[src/rtl/msi_intx_router_pkg.sv]
package msi_intx_router_pkg;
  typedef enum logic [1:0] {
    DISP_IDLE = 2'd0,
    DISP_MSI  = 2'd1,
    DISP_INTX = 2'd2
  } disp_state_e;
endpackage

[src/rtl/msi_intx_router_rst_sync.sv]
module msi_intx_router_rst_sync #(
  parameter int STAGES = 2
) (
  input  logic clk,
  input  logic rst_n_in,
  output logic rst_n_out
);
  logic [STAGES-1:0] sync_q;

  always_ff @(posedge clk or negedge rst_n_in) begin
    if (!rst_n_in) sync_q <= '0;
    else           sync_q <= {sync_q[STAGES-2:0], 1'b1};
  end

  assign rst_n_out = sync_q[STAGES-1];
endmodule

[src/rtl/msi_intx_router_cfg_shadow.sv]
module msi_intx_router_cfg_shadow #(
  parameter int          ADDR_W       = 12,
  parameter int          DATA_W       = 32,
  parameter logic [11:0] CAP_ADDR     = 12'h050,
  parameter int          EN_BIT       = 16,
  parameter int          SHADOW_DELAY = 8
) (
  input  logic              clk,
  input  logic              rst_n,
  input  logic              wr_en,
  input  logic [ADDR_W-1:0] wr_addr,
  input  logic [DATA_W-1:0] wr_data,
  output logic              busy,
  output logic              mode
);
  localparam int CNT_W = $clog2(SHADOW_DELAY + 1);

  logic [CNT_W-1:0]  cnt_q, cnt_d;
  logic              staged_q, staged_d;
  logic              mode_q, mode_d;
  logic              load;
  logic              cnt_en;
  logic [DATA_W-1:0] unused_wr_bits;

  assign unused_wr_bits = wr_data;
  assign load   = wr_en && (wr_addr == ADDR_W'(CAP_ADDR));
  assign cnt_en = load || (cnt_q != '0);

  always_comb begin
    cnt_d    = cnt_q;
    staged_d = staged_q;
    mode_d   = mode_q;
    if (load) begin
      cnt_d    = CNT_W'(SHADOW_DELAY);
      staged_d = wr_data[EN_BIT];
    end else if (cnt_q != '0) begin
      cnt_d = cnt_q - CNT_W'(1);
      if (cnt_q == CNT_W'(1)) mode_d = staged_q;
    end
  end

  always_ff @(posedge clk or negedge rst_n) begin
    if (!rst_n) begin
      cnt_q    <= '0;
      staged_q <= 1'b0;
      mode_q   <= 1'b0;
    end else if (cnt_en) begin
      cnt_q    <= cnt_d;
      staged_q <= staged_d;
      mode_q   <= mode_d;
    end
  end

  assign busy = (cnt_q != '0);
  assign mode = mode_q;

  // an accepted write opens the busy window next cycle
  assert_write_opens_window_R3: assert property (@(posedge clk) disable iff (!rst_n)
    load |=> busy);
  // the mode copy only moves at the end of a busy window
  assert_mode_stable_when_idle_R3: assert property (@(posedge clk) disable iff (!rst_n)
    !busy |=> $stable(mode));
  // without any write strobe, an idle shadow stays idle
  assert_no_spurious_busy_R2: assert property (@(posedge clk) disable iff (!rst_n)
    (!busy && !wr_en) |=> !busy);
endmodule

[src/rtl/msi_intx_router_dispatch.sv]
module msi_intx_router_dispatch
  import msi_intx_router_pkg::*;
(
  input  logic clk,
  input  logic rst_n,
  input  logic src,
  input  logic ack,
  input  logic busy,
  input  logic mode,
  output logic msi_req,
  output logic intx_level
);
  disp_state_e state_q, state_d;
  logic        src_q;
  logic        pend_q, pend_d;
  logic        rise;

  assign rise = src && !src_q;

  always_comb begin
    state_d = state_q;
    pend_d  = pend_q;
    unique case (state_q)
      DISP_IDLE: begin
        if ((rise || pend_q) && !busy) begin
          state_d = mode ? DISP_MSI : DISP_INTX;
          pend_d  = 1'b0;
        end else if (rise) begin
          pend_d = 1'b1;
        end
      end
      DISP_MSI: begin
        if (rise) pend_d = 1'b1;
        if (ack)  state_d = DISP_IDLE;
      end
      DISP_INTX: begin
        if (!src || mode) state_d = DISP_IDLE;
      end
      default: state_d = DISP_IDLE;
    endcase
  end

  always_ff @(posedge clk or negedge rst_n) begin
    if (!rst_n) begin
      state_q <= DISP_IDLE;
      pend_q  <= 1'b0;
      src_q   <= 1'b0;
    end else begin
      state_q <= state_d;
      pend_q  <= pend_d;
      src_q   <= src;
    end
  end

  assign msi_req    = (state_q == DISP_MSI);
  assign intx_level = (state_q == DISP_INTX);


  assert_paths_exclusive_R10: assert property (@(posedge clk) disable iff (!rst_n)
    !(msi_req && intx_level));
  // a request is held until acknowledged
  assert_msi_held_until_ack_R4: assert property (@(posedge clk) disable iff (!rst_n)
    (msi_req && !ack) |=> msi_req);
  // the legacy level drops once the source is low
  assert_intx_drops_R6: assert property (@(posedge clk) disable iff (!rst_n)
    (intx_level && !src) |=> !intx_level);
  // nothing is issued while the mode copy is updating
  assert_hold_while_busy_R7: assert property (@(posedge clk) disable iff (!rst_n)
    (!msi_req && !intx_level && busy) |=> (!msi_req && !intx_level));
  // the legacy level is released once MSI mode is in force
  assert_intx_release_on_msi_R8: assert property (@(posedge clk) disable iff (!rst_n)
    (intx_level && mode) |=> !intx_level);
  // a new request only starts on the path the mode selects
  assert_no_msi_in_intx_mode_R4: assert property (@(posedge clk) disable iff (!rst_n)
    (!msi_req && !mode) |=> !msi_req);
  assert_no_intx_in_msi_mode_R6: assert property (@(posedge clk) disable iff (!rst_n)
    (!intx_level && mode) |=> !intx_level);
endmodule

[src/rtl/msi_intx_router.sv]
module msi_intx_router #(
  parameter int          ADDR_W       = 12,
  parameter int          DATA_W       = 32,
  parameter logic [11:0] CAP_ADDR     = 12'h050,
  parameter int          EN_BIT       = 16,
  parameter int          SHADOW_DELAY = 8,
  parameter int          SYNC_STAGES  = 2
) (
  input  logic              clk,
  input  logic              rst_n,
  input  logic              irq_src,
  input  logic              cfg_wr_en,
  input  logic [ADDR_W-1:0] cfg_wr_addr,
  input  logic [DATA_W-1:0] cfg_wr_data,
  output logic              msi_req,
  input  logic              msi_ack,
  output logic              intx_level,
  output logic              shadow_busy,
  output logic              msi_mode
);
  logic rst_n_int;
  logic busy_w;
  logic mode_w;

  msi_intx_router_rst_sync #(.STAGES(SYNC_STAGES)) u_rst_sync (
    .clk       (clk),
    .rst_n_in  (rst_n),
    .rst_n_out (rst_n_int)
  );

  msi_intx_router_cfg_shadow #(
    .ADDR_W       (ADDR_W),
    .DATA_W       (DATA_W),
    .CAP_ADDR     (CAP_ADDR),
    .EN_BIT       (EN_BIT),
    .SHADOW_DELAY (SHADOW_DELAY)
  ) u_shadow (
    .clk     (clk),
    .rst_n   (rst_n_int),
    .wr_en   (cfg_wr_en),
    .wr_addr (cfg_wr_addr),
    .wr_data (cfg_wr_data),
    .busy    (busy_w),
    .mode    (mode_w)
  );

  msi_intx_router_dispatch u_dispatch (
    .clk        (clk),
    .rst_n      (rst_n_int),
    .src        (irq_src),
    .ack        (msi_ack),
    .busy       (busy_w),
    .mode       (mode_w),
    .msi_req    (msi_req),
    .intx_level (intx_level)
  );

  assign shadow_busy = busy_w;
  assign msi_mode    = mode_w;

  // a source held low never raises either output
  assert_quiet_source_R9: assert property (@(posedge clk) disable iff (!rst_n_int)
    (!irq_src && !msi_req && !intx_level) |=> (!msi_req && !intx_level));
endmodule

[config.mk]
export PLATFORM = sky130hd
export DESIGN_NAME = msi_intx_router
export DESIGN_NICKNAME = d
export VERILOG_FILES = /design/src/rtl/msi_intx_router_pkg.sv /design/src/rtl/msi_intx_router_rst_sync.sv /design/src/rtl/msi_intx_router_cfg_shadow.sv /design/src/rtl/msi_intx_router_dispatch.sv /design/src/rtl/msi_intx_router.sv
export SDC_FILE = /design/constraint.sdc
export NUM_CORES = 1
export LEC_CHECK = 0
export ABC_AREA = 1
export BUFFER_PORTS_ARGS = -buffer_cell sky130_fd_sc_hd__buf_2
export CAP_MARGIN = 10
export CORE_UTILIZATION = 34
export CTS_CLUSTER_SIZE = 16
export DETAILED_ROUTE_END_ITERATION = 10
export PLACE_DENSITY = 0.79
export SETUP_SLACK_MARGIN = 0.1
export SYNTH_ARGS = -nofsm -noshare
export SYNTH_HDL_FRONTEND = slang
export SYNTH_HIERARCHICAL = 1
export SYNTH_SLANG_ARGS = --single-unit
[constraint.sdc]
create_clock -name clk -period 0.8 [get_ports clk]
set_input_delay 0.12 -clock clk [delete_from_list [all_inputs] [get_ports clk]]
set_output_delay 0.12 -clock clk [all_outputs]
set_load 0.01 [all_outputs]
**Word level (Yosys, flattened, before mapping)**

Index checks and enable logic that the tools add are counted.
W data, S select, Z words.

- Bits in registers: 12
- Output and inout bits: 4

- $add $sub $neg: 1
- Eq/ne operators: 7
- Multiplexer cells: 10
- Bitwise gates (word level): 1
- Reductions and logical operators: 17

Operator list:

| cell | number |
|---|---|
| $eq A12 B7 Y1 const B | 1 |
| $mux W2 | 4 |
| $mux W4 | 2 |
| $ne A2 B1 Y1 const B | 3 |
| $pmux W2 S3 | 1 |
| $eq A4 B1 Y1 const B | 1 |
| $reduce_and A2 Y1 | 2 |
| $reduce_and A4 Y1 | 1 |
| $reduce_bool A2 Y1 | 2 |
| $reduce_bool A4 Y1 | 1 |
| $sub A4 B1 Y4 const B | 1 |
| $logic_and A1 B1 Y1 | 3 |
| $logic_not A1 Y1 | 3 |
| $logic_or A1 B1 Y1 | 3 |
| $reduce_and A3 Y1 | 1 |
| $eq A2 B1 Y1 const B | 1 |
| $eq A2 B2 Y1 const B | 1 |
| $logic_not A2 Y1 | 1 |
| $mux W1 | 2 |
| $pmux W1 S2 | 1 |
| $not A1 Y1 | 1 |

**Depth between registers and ports, before layout**

Gate-level depths: netlist (run 1).

- Depth after elaboration: 6
- Gate-level depth with buffers: 8
- Mapped depth without buffers: 8

**By module**

The synthesis (run 1) kept the hierarchy.

Modules (own cells, without submodules):

| module | instances | cells each | area an instance (um^2) | sequential area each (um^2) |
|---|---|---|---|---|
| msi_intx_router_cfg_shadow | 1 | 47 | 405.4 | 150.1 |
| msi_intx_router_dispatch | 1 | 34 | 222.7 | 100.1 |
| msi_intx_router_rst_sync | 1 | 3 | 53.8 | 50.0 |

**Worst setup path before layout (run 1)**

No wires, ideal clock.

- Kind: register to register
- Start point: reg u_shadow.cnt_q[0]
- End point: reg u_dispatch.state_q[0]
- Library setup time: 0.117 ns
- Data arrival time: 1.053 ns
- Data required time: 0.683 ns
- Slack: -0.370 ns
- Stages on the path, launching flop included: 9
- Buffers on the path: 0
- Path through: dfrtp_1 -> inv_1 -> ha_1 -> nand3_4 -> inv_1 -> nand2_1 -> nand2_1 -> nand3_1 -> nand2_1

- Cells in the longest elaborated chain, start to end: 5

RTL lines:

| element | line | source |
|---|---|---|
| start, declared | msi_intx_router_cfg_shadow.sv:18 | `logic [CNT_W-1:0] cnt_q, cnt_d;` |
| start signal, assigned | msi_intx_router_cfg_shadow.sv:48 | `cnt_q <= cnt_d;` |
| $reduce_bool A4 Y1 | msi_intx_router_cfg_shadow.sv:54 | `assign busy = (cnt_q != '0);` |
| named net shadow_busy | msi_intx_router.sv:18 | `output logic shadow_busy,` |
| $logic_not A1 Y1 | msi_intx_router_dispatch.sv:25 | `if ((rise \|\| pend_q) && !busy) begin` |
| $logic_and A1 B1 Y1 | msi_intx_router_dispatch.sv:25 |  |
| $ne A2 B1 Y1 (no line) | -- |  |
| $reduce_and A3 Y1 (no line) | -- |  |
| end signal, assigned | msi_intx_router_dispatch.sv:49 | `state_q <= state_d;` |
| end, declared | msi_intx_router_dispatch.sv:13 | `disp_state_e state_q, state_d;` |

The timed path passes the listed nets, and every way through them passes these cells.
A chain may end at the register's enable or synchronous reset.

**Final worst setup path (run 1)**

- Start point: reg u_shadow.cnt_q[1]
- End point: reg u_shadow.mode_q (netlist: u_shadow/mode)

- Cells in the longest elaborated chain, start to end: 3
- Elaborated cells between the ends (all ways): 4
- Classes of those cells: eq/ne (1); reduce/logical (3)

RTL lines:

| element | line | source |
|---|---|---|
| $reduce_bool A4 Y1 | msi_intx_router_cfg_shadow.sv:27, msi_intx_router_cfg_shadow.sv:36 |  |
| $logic_or A1 B1 Y1 | msi_intx_router_cfg_shadow.sv:27 | `assign cnt_en = load \|\| (cnt_q != '0);` |
| $reduce_and A4 Y1 (no line) * | -- |  |
| end signal, assigned | msi_intx_router_cfg_shadow.sv:50 | `mode_q <= mode_d;` |
| end, declared | msi_intx_router_cfg_shadow.sv:20 | `logic mode_q, mode_d;` |

Every way passes the cells marked *; elsewhere a longest branch is shown, timed or not.

==> results of run 1 <==
registers in the layout, indices dropped and copies added (netlist names):
register            cells
u_shadow/mode           1
u_shadow/staged_q       1
u_rst_sync/sync_q       2
u_dispatch/src_q        1
u_dispatch/state_q      2
u_shadow/cnt_q          4
u_dispatch/pend_q       1
worst min-delay path by stage:
stage | to | startpoint | slack, ps | cells past startpoint
2_1_floorplan | u_rst_sync/sync_q[0] | rst_n | -180 | 0
3_3_place_gp | u_rst_sync/sync_q[1] | rst_n | -100 | 1
3_5_place_dp | u_rst_sync/sync_q[1] | rst_n | -90 | 1
4_1_cts | u_shadow/staged_q | cfg_wr_data[16] | 80 | 3
5_1_grt | u_shadow/staged_q | cfg_wr_data[16] | 100 | 3
6_report | u_shadow/staged_q | cfg_wr_data[16] | 90 | 3
worst register-to-register path, cell delays in order (launching register included):
cell and delay, ps:
dfrtp_1 410, inv_2 120, buf_6 110, ha_4 110, nor3b_4 220, nand3_2 90
nand2_1 80, nand2_1 50
kinds of logic after synthesis:
kind of cell    Yosys count  synth area share [%]
xor+xnor                  2                  2.57
other cells               1                 0.550
simple gates             43                  33.8
buf+inv                  18                  9.91
compound gates            5                  3.67
flops                    12                  44.0
fa+ha+maj                 3                  5.51
per-layer routing:
metal	global-route usage [%]	wire length, µm
met4	12.0	49
met1	22.3	763
met5	0	0
met3	5.77	128
met2	37.2	1140
layout make-up:
class	count	area, µm²
clock buffers	4	36.3
fillers	139	603
inverters	18	70.1
multi-input cells	54	430
flip-flops and latches	12	300
well taps	25	31.3
repair buffers	44	330
power by group through the flow:
stage	sequential, mW	combinational, mW	clock [mW]
2_1_floorplan	0.907	0.765	0
3_3_place_gp	0.910	1.19	0
3_5_place_dp	0.930	1.25	0
4_1_cts	0.927	1.92	0.501
5_1_grt	0.959	2.49	0.545
6_report	0.953	2.34	0.484
cell usage after synthesis, drive strengths merged:
cell and n:
o21ai 4, xor2 1, nand2 18, conb 1, dfrtp 12, nor2 14
ha 3, xnor2 1, nand3 8, nand4 1, a21oi 1, or2 1
nor3b 1, inv 18
repair_timing:
item                       in CTS  in global routing
pin swaps                       6                  6
resized for setup              21                 16
hold endpoints to repair        3                  0
setup endpoints to repair      12                 12
hold buffers                    2                  0
setup buffers                   9                  2
per-stage QoR:
stage,instance area (µm²),power [mW],instances,setup TNS (ps)
after detailed placement,911,2.18,140,-2840
after floorplan,699,1.67,84,-1760
after global placement,911,2.10,140,-2280
after CTS,1130,3.35,155,-4410
after global routing,1200,3.99,157,-5510
final,1200,3.78,157,-5060
cell usage in the layout, fill, tap and decap left out:
| cell type | count |
|---|---|
| a21oi_2 | 1 |
| buf_2 | 17 |
| buf_4 | 15 |
| buf_6 | 10 |
| clkbuf_4 | 3 |
| clkbuf_8 | 1 |
| conb_1 | 1 |
| dfrtp_1 | 12 |
| dlygate4sd3_1 | 2 |
| ha_4 | 3 |
| inv_1 | 10 |
| inv_2 | 7 |
| inv_4 | 1 |
| nand2_1 | 10 |
| nand2_2 | 4 |
| nand2_4 | 4 |
| nand3_1 | 3 |
| nand3_2 | 3 |
| nand3_4 | 2 |
| nand4_1 | 1 |
| nor2_1 | 10 |
| nor2_2 | 2 |
| nor2_4 | 2 |
| nor3b_4 | 1 |
| o21ai_0 | 1 |
| o21ai_1 | 2 |
| o21ai_2 | 1 |
| or2_4 | 1 |
| xnor2_2 | 1 |
| xor2_1 | 1 |
==> reports/metrics.yaml, run 1 <==
outcome:
  status: "complete, but fails checks"
  violations: "setup timing"
job:
  maxCapViolCount: 0
sta:
  fmax_mhz: 769
  skew_ps: 4.92
  finalSetupViolations: 12
  min_period_ps: 1300
  fin_crit_sh_pct: 163
  rsz0062_at_grt: "true"
  hold_slack_ps: 89.0
  hold_viol: 0
  setup_ws_ps: -501
  drv_slew: 0
critical_path:
  cp_top_family: "simple AND/OR/NAND/NOR gates"
  worst_path_max_delay_cell: "dfrtp_1"
  endpoint: "u_shadow/mode"
  regToRegSetupSlack_ps: -500
  reg2regPathDepth: 7
  worstSetupEndpointType: "flop"
  crit_chain: "inv_2 > buf_6 > ha_4 > nor3b_4 > nand3_2 > nand2_1 > nand2_1"
  path_common_cell: "nand2_1"
  cp.depth: 7
  critPathLaunchType: "flop"
  path_class: "flop to flop"
  critical_path_required_ps: 960
  critPathMaxStageDelay_ps: 410
  crit_fanout: 3
  worst_ep_arrival_time_ps: 1460
  path_buf_inv: 2
  reg2reg_from: "u_shadow/cnt_q[1]"
  worstSetupStartpoint: "u_shadow/cnt_q[1]"
  reg2reg_to: "u_shadow/mode"
drt:
  vias: 749
  wire_per_inst_um: 13.3
  wirelength_mm: 2.09
  via_per_inst: 4.77
  drc: 0
  ant_nets: 0
  drt-initial-drc-count: 28
  drt_pass1_iterations: 4
global_route:
  grt_pass1_vias: 733
  track_usage_pct: 21.0
  antenna_found_initial: 0
  grt_pass1_wl_mm: 3.06
  grt-ovfl-total: 0
  grt_max_degree: 11
synth:
  yosys.cell_types.count: 21
  synth_fp_nets: 136
  syn_area_per_cell_um2: 8.12
  synth_cells: 84
  syn_area_um2: 682
  ys_seq_area_share_pct: 44.0
  synthTopCellsByArea: "dfrtp_1, inv_1, nand2_1, nor2_1, ha_1"
  netlist.area_leader.share_pct: 44.0
  ys_ff_latch: 12
  ys_warn_count: 6
  yosysTopAreaCell: "dfrtp_1"
clock_network:
  cts_root_buf: "clkbuf_4"
  numCtsBuffers: 3
  cts_max_path_buffers: 2
  clk_latency_ps: 280
  h-tree-depth: 1
  cts_tree: "done"
  cts_sinks: 12
  clkTransAtPathRegs_ps: 80
placed_design:
  place_ws_ps: -378
  gp_congestion: 0.710
  hpwl_mm: 1.15
  portBuffers: 21
pwr:
  p_int_mw: 2.27
  power.density_nw_per_um2: 3150
  pwr-share-comb_pct: 62.0
  clockPowerShare_pct: 12.8
  switching_share_pct: 40.0
  seqPwrFrac_pct: 25.2
  irDropWorstVdd_mv: 1.71
  p_sw_mw: 1.51
  p_leak_nw: 0.630
floorplanning:
  row_count: 15
  start_util_pct: 37.8
  io_pins: 53
  fp.dieH_um: 46.8
  die_w_um: 46.8
  fp.dieArea_um2: 2190
  core_um2: 1800
layout:
  drive_above_1_share_pct: 59.8
  antenna_cells: 0
  area_delta_synth_final_pct: 75.8
  finish.utilization_pct: 66.5
  final_net_count: 185
hold_path:
  hold_path_class: "input pin to flop"
No activity file was read; power rests on OpenSTA's default activity.
==> run 2, diff against run 1 <==
--- a/config.mk
+++ b/config.mk
@@ -13,6 +13,7 @@
 export DETAILED_ROUTE_END_ITERATION = 10
 export PLACE_DENSITY = 0.79
 export SETUP_SLACK_MARGIN = 0.1
+export SKIP_CTS_REPAIR_TIMING = 1
 export SYNTH_ARGS = -nofsm -noshare
 export SYNTH_HDL_FRONTEND = slang
 export SYNTH_HIERARCHICAL = 1
==> reports/metrics.yaml, run 2 (synthesis results as in run 1) <==
outcome:
  status: "complete, but fails checks"  # unchanged
  violations: "setup timing"  # unchanged
global_route:
  grt_pass1_vias: 621  # was 733
  antenna_found_initial: 0  # unchanged
  track_usage_pct: 16.4  # was 21.0%
  grt_pass1_wl_mm: 2.44  # was 3.06 mm
  grt_max_degree: 11  # unchanged
  grt-ovfl-total: 0  # unchanged
critical_path:
  critPathLaunchType: "flop"  # unchanged
  reg2regPathDepth: 7  # unchanged
  regToRegSetupSlack_ps: -470  # was -500 ps
  path_class: "flop to output port"  # was flop to flop
  reg2reg_from: "u_shadow/cnt_q[1]"  # unchanged
  critical_path_required_ps: 680  # was 960 ps
  worstSetupEndpointType: "output port"  # was flop
  crit_fanout: 4  # was 3
  worstSetupStartpoint: "u_shadow/cnt_q[1]"  # unchanged
  reg2reg_to: "u_shadow/mode"  # unchanged
  worst_ep_arrival_time_ps: 1160  # was 1460 ps
  endpoint: "shadow_busy"  # was u_shadow/mode
sta:
  setup_ws_ps: -477  # was -501 ps
  fmax_mhz: 783  # was 769 MHz
  hold_viol: 0  # unchanged
  skew_ps: 1.89  # was 4.92 ps
  rsz0062_at_grt: "true"  # unchanged
  fin_crit_sh_pct: 160  # was 163%
  drv_slew: 0  # unchanged
  finalSetupViolations: 12  # unchanged
  setup_tns_ps: -4500  # was -5060 ps
  min_period_ps: 1280  # was 1300 ps
  hold_slack_ps: 85.3  # was 89.0 ps
drt:
  ant_nets: 0  # unchanged
  vias: 698  # was 749
  via_per_inst: 4.50  # was 4.77
  wirelength_mm: 1.74  # was 2.09 mm
  drt_pass1_iterations: 4  # unchanged
  maxUsedRoutingLayer: "met4"  # unchanged
  dr_wl_met2_um: 945  # was 1.14 mm
  wl_met3_um: 86  # was 128 µm
  drt-initial-drc-count: 9  # was 28
  wire_per_inst_um: 11.2  # was 13.3 µm
  drc: 0  # unchanged
  routedLengthMet1_um: 677  # was 763 µm
placed_design:
  place_area_um2: 911  # unchanged
  portBuffers: 21  # unchanged
  gp_congestion: 0.710  # unchanged
  place_ws_ps: -378  # unchanged
  hpwl_mm: 1.15  # unchanged
floorplanning:
  start_util_pct: 37.8  # unchanged
  fp.dieH_um: 46.8  # unchanged
  io_pins: 53  # unchanged
  die_w_um: 46.8  # unchanged
  row_count: 15  # unchanged
  fp.dieArea_um2: 2190  # unchanged
  core_um2: 1800  # unchanged
layout:
  largest_register_ffs: 4  # unchanged
  final_cell_mix: "buf_2, buf_4, dfrtp_1"  # unchanged
  fillCellCount: 151  # was 139
  drive_above_1_share_pct: 56.9  # was 59.8%
  top_regs: "u_shadow/cnt_q: 4 flops, u_dispatch/state_q: 2 flops, u_rst_sync/sync_q: 2 flops"  # unchanged
  top_register: "u_shadow/cnt_q"  # unchanged
  final_common_cell: "buf_2"  # unchanged
  antenna_cells: 0  # unchanged
  final_net_count: 183  # was 185
  fin_area_um2: 1140  # was 1200 µm²
  area_delta_synth_final_pct: 67.7  # was 75.8%
pwr:
  pwr-share-comb_pct: 58.7  # was 62.0%
  p_leak_nw: 0.607  # was 0.630 nW
  clockPowerShare_pct: 14.1  # was 12.8%
  p_int_mw: 2.16  # was 2.27 mW
  p_sw_mw: 1.33  # was 1.51 mW
  power.density_nw_per_um2: 3050  # was 3150 nW/µm²
  seqPwrFrac_pct: 27.2  # was 25.2%
  switching_share_pct: 38.2  # was 40.0%
  power_mw: 3.49  # was 3.78 mW
  irDropWorstVdd_mv: 1.68  # was 1.71 mV
clock_network:
  numCtsBuffers: 3  # unchanged
  h-tree-depth: 1  # unchanged
  clk_latency_ps: 270  # was 280 ps
  cts_root_buf: "clkbuf_4"  # unchanged
  cts_sinks: 12  # unchanged
  clkTransAtPathRegs_ps: 80  # about the same
  cts_tree: "done"  # unchanged
  cts_max_path_buffers: 2  # unchanged
hold_path:
  hold_path_class: "input pin to flop"  # unchanged
job:
  maxCapViolCount: 0  # unchanged
run 2: cell count changes in the layout (fill, tap and decap cells not counted), sizes merged:
cell	change
buf	-2
run 2: area by class of cell:
| cell class | instances | area, µm² | area share, % |
|---|---|---|---|
| Timing Repair Buffer | 42 | 312 | 27.2 |
| Tap cell | 25 | 31.3 | 2.74 |
| Clock buffer | 4 | 36.3 | 3.17 |
| Multi-Input combinational cell | 54 | 397 | 34.7 |
| Sequential cell | 12 | 300 | 26.3 |
| Inverter | 18 | 67.6 | 5.91 |
run 2: worst min-delay path by stage:
stage                    startpoint              endpoint  slack [ps]  cells after the start
CTS                           rst_n  u_rst_sync/sync_q[0]        -390                      1
global placement              rst_n  u_rst_sync/sync_q[1]        -100                      1
detailed placement            rst_n  u_rst_sync/sync_q[1]         -90                      1
finish              cfg_wr_data[16]     u_shadow/staged_q          90                      3
global route        cfg_wr_data[16]     u_shadow/staged_q          90                      3
floorplan                     rst_n  u_rst_sync/sync_q[0]        -180                      0
run 2: power groups by stage:
stage | sequential (mW) | combinational, mW | clock, mW
final | 0.949 | 2.05 | 0.492
after global routing | 0.971 | 2.20 | 0.542
after CTS | 0.918 | 1.28 | 0.501
after detailed placement | 0.930 | 1.25 | 0
after global placement | 0.910 | 1.19 | 0
after floorplan | 0.907 | 0.765 | 0
run 2: through the flow:
stage	std cells	util (%)
2_1_floorplan	84	-
3_3_place_gp	140	50.6
3_5_place_dp	140	50.6
4_1_cts	144	52.6
5_1_grt	155	63.5
6_report	155	63.5
run 2: layer usage:
metal | GRT usage [%] | vias up
met1 | 18.7 | 322
met5 | 0 | -
li1 | - | 342
met4 | 9.71 | 0
met3 | 5.00 | 4
met2 | 26.9 | 30
run 2: worst max-delay path: stages (launching register included):
cell	delay, ps
dfrtp_1	410
inv_2	110
ha_4	150
nand3_4	80
buf_6	140
==> run 3, diff against run 2 <==
--- a/config.mk
+++ b/config.mk
@@ -6,7 +6,7 @@
 export NUM_CORES = 1
 export LEC_CHECK = 0
 export ABC_AREA = 1
-export BUFFER_PORTS_ARGS = -buffer_cell sky130_fd_sc_hd__buf_2
+export BUFFER_PORTS_ARGS = -buffer_cell sky130_fd_sc_hd__clkbuf_2
 export CAP_MARGIN = 10
 export CORE_UTILIZATION = 34
 export CTS_CLUSTER_SIZE = 16
@@ -18,3 +18,4 @@
 export SYNTH_HDL_FRONTEND = slang
 export SYNTH_HIERARCHICAL = 1
 export SYNTH_SLANG_ARGS = --single-unit
+export TNS_END_PERCENT = 5
==> reports/metrics.yaml, run 3 (synthesis results as in run 1) <==
outcome:
  status: "complete, but fails checks"  # unchanged
  violations: "setup timing"  # unchanged
global_route:
  grt-ovfl-total: 0  # unchanged
  grt_max_degree: 11  # unchanged
  grt_pass1_vias: 536  # was 621
  antenna_found_initial: 0  # unchanged
  grt_use_met2_pct: 23.9  # was 26.9%
  grtUsageMet1_pct: 18.2  # was 18.7%
  busiest_layer: "met2"  # unchanged
  use_met3_pct: 3.46  # was 5.00%
  track_usage_pct: 15.1  # was 16.4%
  grt_pass1_wl_mm: 2.21  # was 2.44 mm
clock_network:
  numCtsBuffers: 3  # unchanged
  cts_max_path_buffers: 2  # unchanged
  cts_root_buf: "clkbuf_4"  # unchanged
  cts_sinks: 12  # unchanged
  clkTransAtPathRegs_ps: 80  # about the same
  h-tree-depth: 1  # unchanged
  cts_tree: "done"  # unchanged
  clk_latency_ps: 290  # was 270 ps
pwr:
  irDropWorstVdd_mv: 1.24  # was 1.68 mV
  seqPwrFrac_pct: 31.7  # was 27.2%
  p_int_mw: 1.81  # was 2.16 mW
  switching_share_pct: 37.8  # was 38.2%
  p_leak_nw: 0.556  # was 0.607 nW
  clockPowerShare_pct: 17.6  # was 14.1%
  p_sw_mw: 1.10  # was 1.33 mW
  pwr-share-comb_pct: 50.7  # was 58.7%
  power_mw: 2.91  # was 3.49 mW
  power.density_nw_per_um2: 2890  # was 3050 nW/µm²
floorplanning:
  die_w_um: 46.8  # unchanged
  start_util_pct: 37.8  # unchanged
  fp.dieH_um: 46.8  # unchanged
  row_count: 15  # unchanged
  core_um2: 1800  # unchanged
  fp.dieArea_um2: 2190  # unchanged
  io_pins: 53  # unchanged
hold_path:
  hold_path_class: "input pin to flop"  # unchanged
  min_from: "cfg_wr_data[16]"  # unchanged
  hold_depth: 3  # unchanged
  hold-path-endpoint: "u_shadow/staged_q"  # unchanged
layout:
  fillCellCount: 179  # was 151
  top_regs: "u_shadow/cnt_q: 4 flops, u_dispatch/state_q: 2 flops, u_rst_sync/sync_q: 2 flops"  # unchanged
  final_net_count: 174  # was 183
  final_common_cell: "clkbuf_2"  # was buf_2
  antenna_cells: 0  # unchanged
  top_register: "u_shadow/cnt_q"  # unchanged
  final_cell_mix: "clkbuf_2, nand2_1, inv_1, dfrtp_1, nor2_1"  # was buf_2, buf_4, dfrtp_1
  largest_register_ffs: 4  # unchanged
  drive_above_1_share_pct: 43.8  # was 56.9%
  seq_area_um2: 300  # unchanged
  multi_input_area_um2: 337  # was 397 µm²
  area_delta_synth_final_pct: 47.3  # was 67.7%
critical_path:
  reg2reg_from: "u_shadow/cnt_q[1]"  # unchanged
  regToRegSetupSlack_ps: -450  # was -470 ps
  worstSetupEndpointType: "output port"  # unchanged
  critPathLaunchType: "flop"  # unchanged
  worst_ep_arrival_time_ps: 1160  # about the same
  reg2regPathDepth: 9  # was 7
  crit_fanout: 4  # unchanged
  critPathMaxStageDelay_ps: 400  # was 410 ps
  reg2reg_to: "u_dispatch/state_q[1]"  # was u_shadow/mode
  worst_path_max_delay_cell: "dfrtp_1"  # unchanged
  crit_chain: "inv_2 > ha_4 > nand3_4 > buf_6"  # unchanged
  critical_path_required_ps: 680  # about the same
  path_class: "flop to output port"  # unchanged
sta:
  fin_crit_sh_pct: 160  # about the same
  setup_tns_ps: -4390  # was -4500 ps
  fmax_mhz: 780  # was 783 MHz
  drv_slew: 0  # unchanged
  rsz0062_at_grt: "true"  # unchanged
  skew_ps: 1.15  # was 1.89 ps
  min_period_ps: 1280  # about the same
  setup_ws_ps: -482  # was -477 ps
  hold_viol: 0  # unchanged
  finalSetupViolations: 12  # unchanged
drt:
  drc: 0  # unchanged
  drt_pass1_iterations: 4  # unchanged
  drt-initial-drc-count: 12  # was 9
  via_per_inst: 4.37  # was 4.50
  wirelength_mm: 1.41  # was 1.74 mm
  wire_per_inst_um: 9.66  # was 11.2 µm
  vias: 638  # was 698
  ant_nets: 0  # unchanged
placed_design:
  hpwl_mm: 1.08  # was 1.15 mm
  gp_congestion: 0.757  # was 0.710
  portBuffers: 21  # unchanged
job:
  maxCapViolCount: 0  # unchanged
## run 3: per-layer routing
metal  vias up  routed length (µm)
met3         3                  70
met1       284                 614
li1        325                   -
met5         -                   0
met4         0                  27
met2        26                 699
## run 3: power groups by stage
stage / registers (mW) / clock network, mW / logic (mW)
after global routing: 0.943 / 0.562 / 1.61
final: 0.923 / 0.512 / 1.47
after CTS: 0.914 / 0.530 / 1.24
after floorplan: 0.907 / 0 / 0.765
after detailed placement: 0.927 / 0 / 1.23
after global placement: 0.911 / 0 / 1.16
## run 3: worst max-delay path: cells and delay by family (launching register included)
family	cells	cell delay [ps]
flops	1	400
buf+inv	2	240
fa+ha+maj	1	150
simple gates	1	80
## run 3: final cells by class
cell class              count  area share (%)
flip-flops and latches     12            29.9
repair buffers             33            22.4
clock buffers               4            3.61
multi-input cells          54            33.5
inverters                  18            7.47
well taps                  25            3.11
## run 3: worst max-delay path by stage
stage                      startpoint                    end
global placement    u_shadow/cnt_q[1]          u_shadow/mode
global route        u_shadow/cnt_q[0]            shadow_busy
CTS                 u_shadow/cnt_q[0]            shadow_busy
finish              u_shadow/cnt_q[1]            shadow_busy
detailed placement  u_shadow/cnt_q[1]          u_shadow/mode
floorplan           u_shadow/cnt_q[0]  u_dispatch/state_q[1]
## run 3: stage by stage
| step | instance area, µm² | utilization (%) | cells | setup WS (ps) | hold WS, ps |
|---|---|---|---|---|---|
| 3_5_place_dp | 888 | 49.3 | 137 | -412 | -92.7 |
| 4_1_cts | 925 | 51.3 | 141 | -548 | -408 |
| 3_3_place_gp | 888 | 49.3 | 137 | -308 | -95.2 |
| 2_1_floorplan | 699 | - | 84 | -258 | -176 |
| 5_1_grt | 1000 | 55.8 | 146 | -534 | 80.3 |
| 6_report | 1000 | 55.8 | 146 | -482 | 50.0 |
